### config.mk
export PLATFORM = sky130hd
export DESIGN_NAME = alarm_gpo_timer
export DESIGN_NICKNAME = d
export VERILOG_FILES = /design/src/rtl/alarm_pkg.sv /design/src/rtl/alarm_cfg_reg.sv /design/src/rtl/alarm_counter.sv /design/src/rtl/alarm_output.sv /design/src/rtl/alarm_gpo_timer.sv
export SDC_FILE = /design/constraint.sdc
export NUM_CORES = 1
export LEC_CHECK = 0
export CAP_MARGIN = 20
export CORE_ASPECT_RATIO = 1.1
export CORE_MARGIN = 8
export CORE_UTILIZATION = 42
export DETAILED_ROUTE_END_ITERATION = 6
export GPL_TIMING_DRIVEN = 0
export PLACE_DENSITY_LB_ADDON = 0.15
export RECOVER_POWER = 50
export SYNTH_ARGS = -nofsm -noshare
export SYNTH_HDL_FRONTEND = slang
export SYNTH_SLANG_ARGS = --single-unit
### constraint.sdc
create_clock -name clk_i -period 2.27 [get_ports clk_i]
set_input_delay 0.3405 -clock clk_i [delete_from_list [all_inputs] [get_ports clk_i]]
set_output_delay 0.3405 -clock clk_i [all_outputs]
set_load 0.01 [all_outputs]
### src/rtl/alarm_pkg.sv
`timescale 1ns/1ps
package alarm_pkg;
  parameter int unsigned DATA_W   = 32;
  parameter int unsigned CNT_W    = 20;
  parameter int unsigned MODE_W   = 2;
  parameter int unsigned MODE_LSB = CNT_W;
  parameter int unsigned LVL_BIT  = MODE_LSB + MODE_W;
  parameter int unsigned FLAG_BIT = LVL_BIT + 2;

  typedef enum logic [MODE_W-1:0] {
    MODE_HOLD   = 2'd0,
    MODE_FORCE  = 2'd1,
    MODE_TIMED  = 2'd2,
    MODE_HOLD_B = 2'd3
  } alarm_mode_e;
endpackage

### src/rtl/alarm_cfg_reg.sv
`timescale 1ns/1ps
module alarm_cfg_reg
  import alarm_pkg::*;
(
  input  logic        clk_i,
  input  logic        rst_ni,
  input  logic        wr_en_i,
  input  alarm_mode_e wr_mode_i,
  input  logic        wr_lvl_i,
  output alarm_mode_e mode_o,
  output logic        lvl_o,
  output logic        force_o
);
  always_ff @(posedge clk_i or negedge rst_ni) begin
    if (!rst_ni) begin
      mode_o <= MODE_HOLD;
      lvl_o  <= 1'b0;
    end else if (wr_en_i) begin
      mode_o <= wr_mode_i;
      lvl_o  <= wr_lvl_i;
    end
  end

  assign force_o = wr_en_i && (wr_mode_i == MODE_FORCE);
endmodule

### src/rtl/alarm_counter.sv
`timescale 1ns/1ps
module alarm_counter #(
  parameter int unsigned W = 20
) (
  input  logic         clk_i,
  input  logic         rst_ni,
  input  logic         load_i,
  input  logic [W-1:0] load_val_i,
  input  logic         dec_i,
  output logic [W-1:0] cnt_o,
  output logic         zero_o
);
  always_ff @(posedge clk_i or negedge rst_ni) begin
    if (!rst_ni)     cnt_o <= '0;
    else if (load_i) cnt_o <= load_val_i;
    else if (dec_i)  cnt_o <= cnt_o - W'(1);
  end

  assign zero_o = (cnt_o == '0);
endmodule

### src/rtl/alarm_output.sv
`timescale 1ns/1ps
module alarm_output #(
  parameter logic IDLE_LVL = 1'b1
) (
  input  logic clk_i,
  input  logic rst_ni,
  input  logic wr_i,
  input  logic force_i,
  input  logic force_lvl_i,
  input  logic fire_i,
  input  logic fire_lvl_i,
  output logic pin_o,
  output logic fired_o
);
  always_ff @(posedge clk_i or negedge rst_ni) begin
    if (!rst_ni)      pin_o <= IDLE_LVL;
    else if (force_i) pin_o <= force_lvl_i;
    else if (fire_i)  pin_o <= fire_lvl_i;
  end

  // sticky until any write
  always_ff @(posedge clk_i or negedge rst_ni) begin
    if (!rst_ni)     fired_o <= 1'b0;
    else if (wr_i)   fired_o <= 1'b0;
    else if (fire_i) fired_o <= 1'b1;
  end
endmodule

### src/rtl/alarm_gpo_timer.sv
`timescale 1ns/1ps
module alarm_gpo_timer
  import alarm_pkg::*;
#(
  parameter logic IDLE_LVL = 1'b1
) (
  input  logic              clk_i,
  input  logic              rst_ni,
  input  logic              wr_en_i,
  input  logic [DATA_W-1:0] wr_data_i,
  input  logic              sec_tick_i,
  output logic [DATA_W-1:0] rd_data_o,
  output logic              pin_o
);
  alarm_mode_e      mode;
  logic             lvl, force_wr, fired, cnt_zero, run, fire, dec;
  logic [CNT_W-1:0] cnt;
  logic             unused_wr_bits;

  assign unused_wr_bits = ^wr_data_i[DATA_W-1:LVL_BIT+1];

  alarm_cfg_reg i_cfg (
    .clk_i     (clk_i),
    .rst_ni    (rst_ni),
    .wr_en_i   (wr_en_i),
    .wr_mode_i (alarm_mode_e'(wr_data_i[MODE_LSB +: MODE_W])),
    .wr_lvl_i  (wr_data_i[LVL_BIT]),
    .mode_o    (mode),
    .lvl_o     (lvl),
    .force_o   (force_wr)
  );

  // a write in the same cycle masks the tick
  assign run  = !wr_en_i && sec_tick_i && (mode == MODE_TIMED) && !fired;
  assign fire = run && cnt_zero;
  assign dec  = run && !cnt_zero;

  alarm_counter #(.W(CNT_W)) i_cnt (
    .clk_i      (clk_i),
    .rst_ni     (rst_ni),
    .load_i     (wr_en_i),
    .load_val_i (wr_data_i[CNT_W-1:0]),
    .dec_i      (dec),
    .cnt_o      (cnt),
    .zero_o     (cnt_zero)
  );

  alarm_output #(.IDLE_LVL(IDLE_LVL)) i_out (
    .clk_i       (clk_i),
    .rst_ni      (rst_ni),
    .wr_i        (wr_en_i),
    .force_i     (force_wr),
    .force_lvl_i (wr_data_i[LVL_BIT]),
    .fire_i      (fire),
    .fire_lvl_i  (lvl),
    .pin_o       (pin_o),
    .fired_o     (fired)
  );

  always_comb begin
    rd_data_o                       = '0;
    rd_data_o[CNT_W-1:0]            = cnt;
    rd_data_o[MODE_LSB +: MODE_W]   = mode;
    rd_data_o[LVL_BIT]              = lvl;
    rd_data_o[FLAG_BIT]             = fired;
  end
endmodule

==> impl_metrics.env <==
export IMPL_status="complete, no violations"
export IMPL_ys_warn_count=0
export IMPL_coreArea_sq_um=3650
export IMPL_cp_cell_sequence="inv_1 > ha_1 > nor4b_4 > nand4_1 > buf_2 > o211ai_1 > xor2_1 > o21ai_1"
export IMPL_die_area_sq_um=6070
export IMPL_critPathMaxStageDelay_ns=0.42
export IMPL_ant_nets=0
export IMPL_io_pins=69
export IMPL_antenna_cells=0
export IMPL_min_period_ns=2.10
export IMPL_whs_ns=0.493
export IMPL_synthCells=173
export IMPL_fin_util_pct=62.4
export IMPL_crit_family="simple AND/OR/NAND/NOR gates"
export IMPL_switching_share_pct=30.6
export IMPL_hpwl_um=3470
export IMPL_critPathRequiredTime_ns=2.41
export IMPL_finClkSkew_ns=0.00492
export IMPL_max_freq_mhz=477
export IMPL_fin_setup_tns_ns=0
export IMPL_grt_pass1_vias=1507
export IMPL_synth_area_leader_cell="dfrtp_1"
export IMPL_drive_gt1_share_pct=13.6
export IMPL_critPathBufInv=2
export IMPL_crit_type="register to register"
export IMPL_r2r_cells=8
export IMPL_drt_first_pass_iters=4
export IMPL_clkTransAtPathRegs_ns=0.09
export IMPL_slew_viol_final=0
export IMPL_arrival_ns=2.24
export IMPL_setup_viol=0
export IMPL_routed_wl_um=4500
export IMPL_htreeDepth=1
export IMPL_reg2reg_from="i_cnt.cnt_o[0]"
export IMPL_grt_pass1_wl_um=7400
export IMPL_start_util_pct=44.0
export IMPL_portBuffers=51
export IMPL_yosys_register_bits=25
export IMPL_track_usage_pct=15.5
export IMPL_gp_congestion=0.850
export IMPL_cts_buffers=3
export IMPL_via_count=1524
export IMPL_pwr_share_seq_pct=47.9
export IMPL_synth_ff_type="dfrtp_1"
export IMPL_dieWidth_um=75.0
export IMPL_synthesis_area_sq_um=1610
export IMPL_cts_tree="built"
export IMPL_intPower_uw=798
export IMPL_rsz0062_at_grt="false"
export IMPL_crit_path_start="i_cnt.cnt_o[0]"
export IMPL_reg2reg_slack_ns=0.17
export IMPL_synth_async_reset_ratio_pct=100
export IMPL_clock_path_buffers=2
export IMPL_worstSetupEndpointType="register"
export IMPL_clk_latency_ns=0.27
export IMPL_relSlewSlack_pct=52.9
export IMPL_fin_crit_sh_pct=92.4
export IMPL_route_detailed_drc=0
export IMPL_r2r_end="i_cnt.cnt_o[2]"
export IMPL_power_switching_uw=352
export IMPL_synth_distinct_cells=50
export IMPL_worstSetupStartpointType="register"
export IMPL_clock_root_buffer="clkbuf_8"
export IMPL_antenna_found_initial=0
export IMPL_vias_per_cell=5.33
export IMPL_stdcell_count=286
export IMPL_critPathMaxFanout=10
export IMPL_num_nets_final=275
export IMPL_dieHeight_um=80.9
export IMPL_dp_cells=282
export IMPL_hold_viol_final=0
export IMPL_syn_area_per_cell_sq_um=9.29
export IMPL_area_growth_pct=41.8
export IMPL_synth_top_area_share_pct=37.4
export IMPL_vdd_drop_max_v=0.000284
export IMPL_p_total_mw=1.15
export IMPL_seq_area_frac_synth_pct=39.0
export IMPL_cp_num_cells=8
export IMPL_post_drt_wl_per_cell_um=15.7
export IMPL_tightest_slew_ns=0.706
export IMPL_hold_class="register to register"
export IMPL_synth_edff_count=0
export IMPL_clockPowerShare_pct=23.3
export IMPL_clkSinkCount=25
export IMPL_ys_top_cells_by_area="dfrtp_1 37%, buf_4 4.7%, xor2_1 3.8%, o21ai_1 3.7%, nand2_1 3.5%"
export IMPL_grt_ovfl_total=0
export IMPL_p_leak_nw=0.900
export IMPL_crit_slowest_cell="dfrtp_1"
export IMPL_setup_worst_path_end="i_cnt.cnt_o[2]"
export IMPL_cap_violations=0
export IMPL_pwr_share_comb_pct=28.8
export IMPL_grt_max_degree=14
export IMPL_dr_first_iter_drc_count=85
export IMPL_p_per_area_nw_per_um2=504
export IMPL_row_count=23
worst register-to-register path: cells and delay by family, from the launching register on:
family,cells,cell delay (ns)
adder cells (fa/ha/maj),1,0.18
buffers and inverters,2,0.37
AND/OR/NAND/NOR,2,0.50
XOR/XNOR,1,0.18
flip-flops,1,0.42
AO/OA/AOI/OAI,2,0.31
cells in the final DEF, fill, tap and decap left out, types with 4 or more instances in the layout:
cell type | synthesis | final
a21oi_1 | 6 | 6
xor2_1 | 7 | 7
nor4_1 | 5 | 5
clkbuf_1 | 8 | 8
clkdlybuf4s50_1 | 0 | 39
dfrtp_1 | 24 | 24
nand2_1 | 15 | 15
o21ai_1 | 12 | 12
dlygate4sd3_1 | 0 | 12
inv_1 | 8 | 8
nor2_1 | 10 | 10
mux2_2 | 4 | 4
nor3_1 | 5 | 5
nand3_1 | 5 | 5
nand4_1 | 4 | 4
conb_1 | 1 | 8
buf_4 | 10 | 11
state kept, by name (all words and copies together) (netlist names):
register,cells
i_cfg.mode_o,2
i_cnt.cnt_o,20
i_out.fired_o,1
i_out.pin_o,1
i_cfg.lvl_o,1
cell usage after synthesis, types with 4 or more instances:
library cell,number
clkbuf_1,8
dfrtp_1,24
inv_1,8
o21ai_1,12
nand3_1,5
xor2_1,7
nor4_1,5
nand2_1,15
mux2_2,4
nor2_1,10
a21oi_1,6
nand4_1,4
nor3_1,5
buf_4,10
per-stage QoR:
step	area (sq um)	worst slack [ns]
after floorplan	1630	0.306
after global placement	2210	-0.101
after detailed placement	2220	-0.0874
after CTS	2280	0.0733
after global routing	2280	0.000139
final	2280	0.173
cells by family after synthesis:
logic type,share of synthesized area (%)
simple gates,25.8
compound gates,16.6
other cells,0.233
xor+xnor,4.90
flops,39.0
buf+inv,9.11
mux,2.80
fa+ha+maj,1.56
cell type report:
| class | count | area (sq um) |
|---|---|---|
| Inverter | 8 | 30.0 |
| Buffer | 18 | 114 |
| Fill cell | 344 | 1380 |
| Timing Repair Buffer | 53 | 522 |
| Multi-Input combinational cell | 128 | 880 |
| Tap cell | 50 | 62.6 |
| Clock buffer | 4 | 45.0 |
| Sequential cell | 25 | 627 |
power by group through the flow:
stage	combinational [mW]	sequential (mW)	clock, mW
finish	0.331	0.551	0.268
global placement	0.332	0.557	0
global route	0.361	0.560	0.295
CTS	0.341	0.551	0.274
detailed placement	0.338	0.557	0
floorplan	0.145	0.565	0
metal layers:
metal	routed length (um)	GRT usage [%]	up-vias
met2	2250	26.4	40
li1	-	-	740
met3	235	2.83	6
met1	1960	18.7	738
met4	65	5.69	0
met5	0	0	-
worst min path at each step:
| stage | from | endpoint | depth (start not counted) |
|---|---|---|---|
| finish | i_out.pin_o | i_out.pin_o | 2 |
| global route | i_out.pin_o | i_out.pin_o | 2 |
| CTS | rst_ni | i_cnt.cnt_o[14] | 1 |
| detailed placement | i_out.pin_o | i_out.pin_o | 2 |
| global placement | i_out.pin_o | i_out.pin_o | 2 |
| floorplan | rst_ni | i_cfg.lvl_o | 0 |
what timing repair did:
action | in CTS | in global routing
pin swaps | 0 | 1
buffers inserted | 0 | 1
gates resized for setup | 1 | 6
hold buffers | 0 | 0
setup endpoints to repair | 1 | 8
Power figures use the tool's default switching activity.
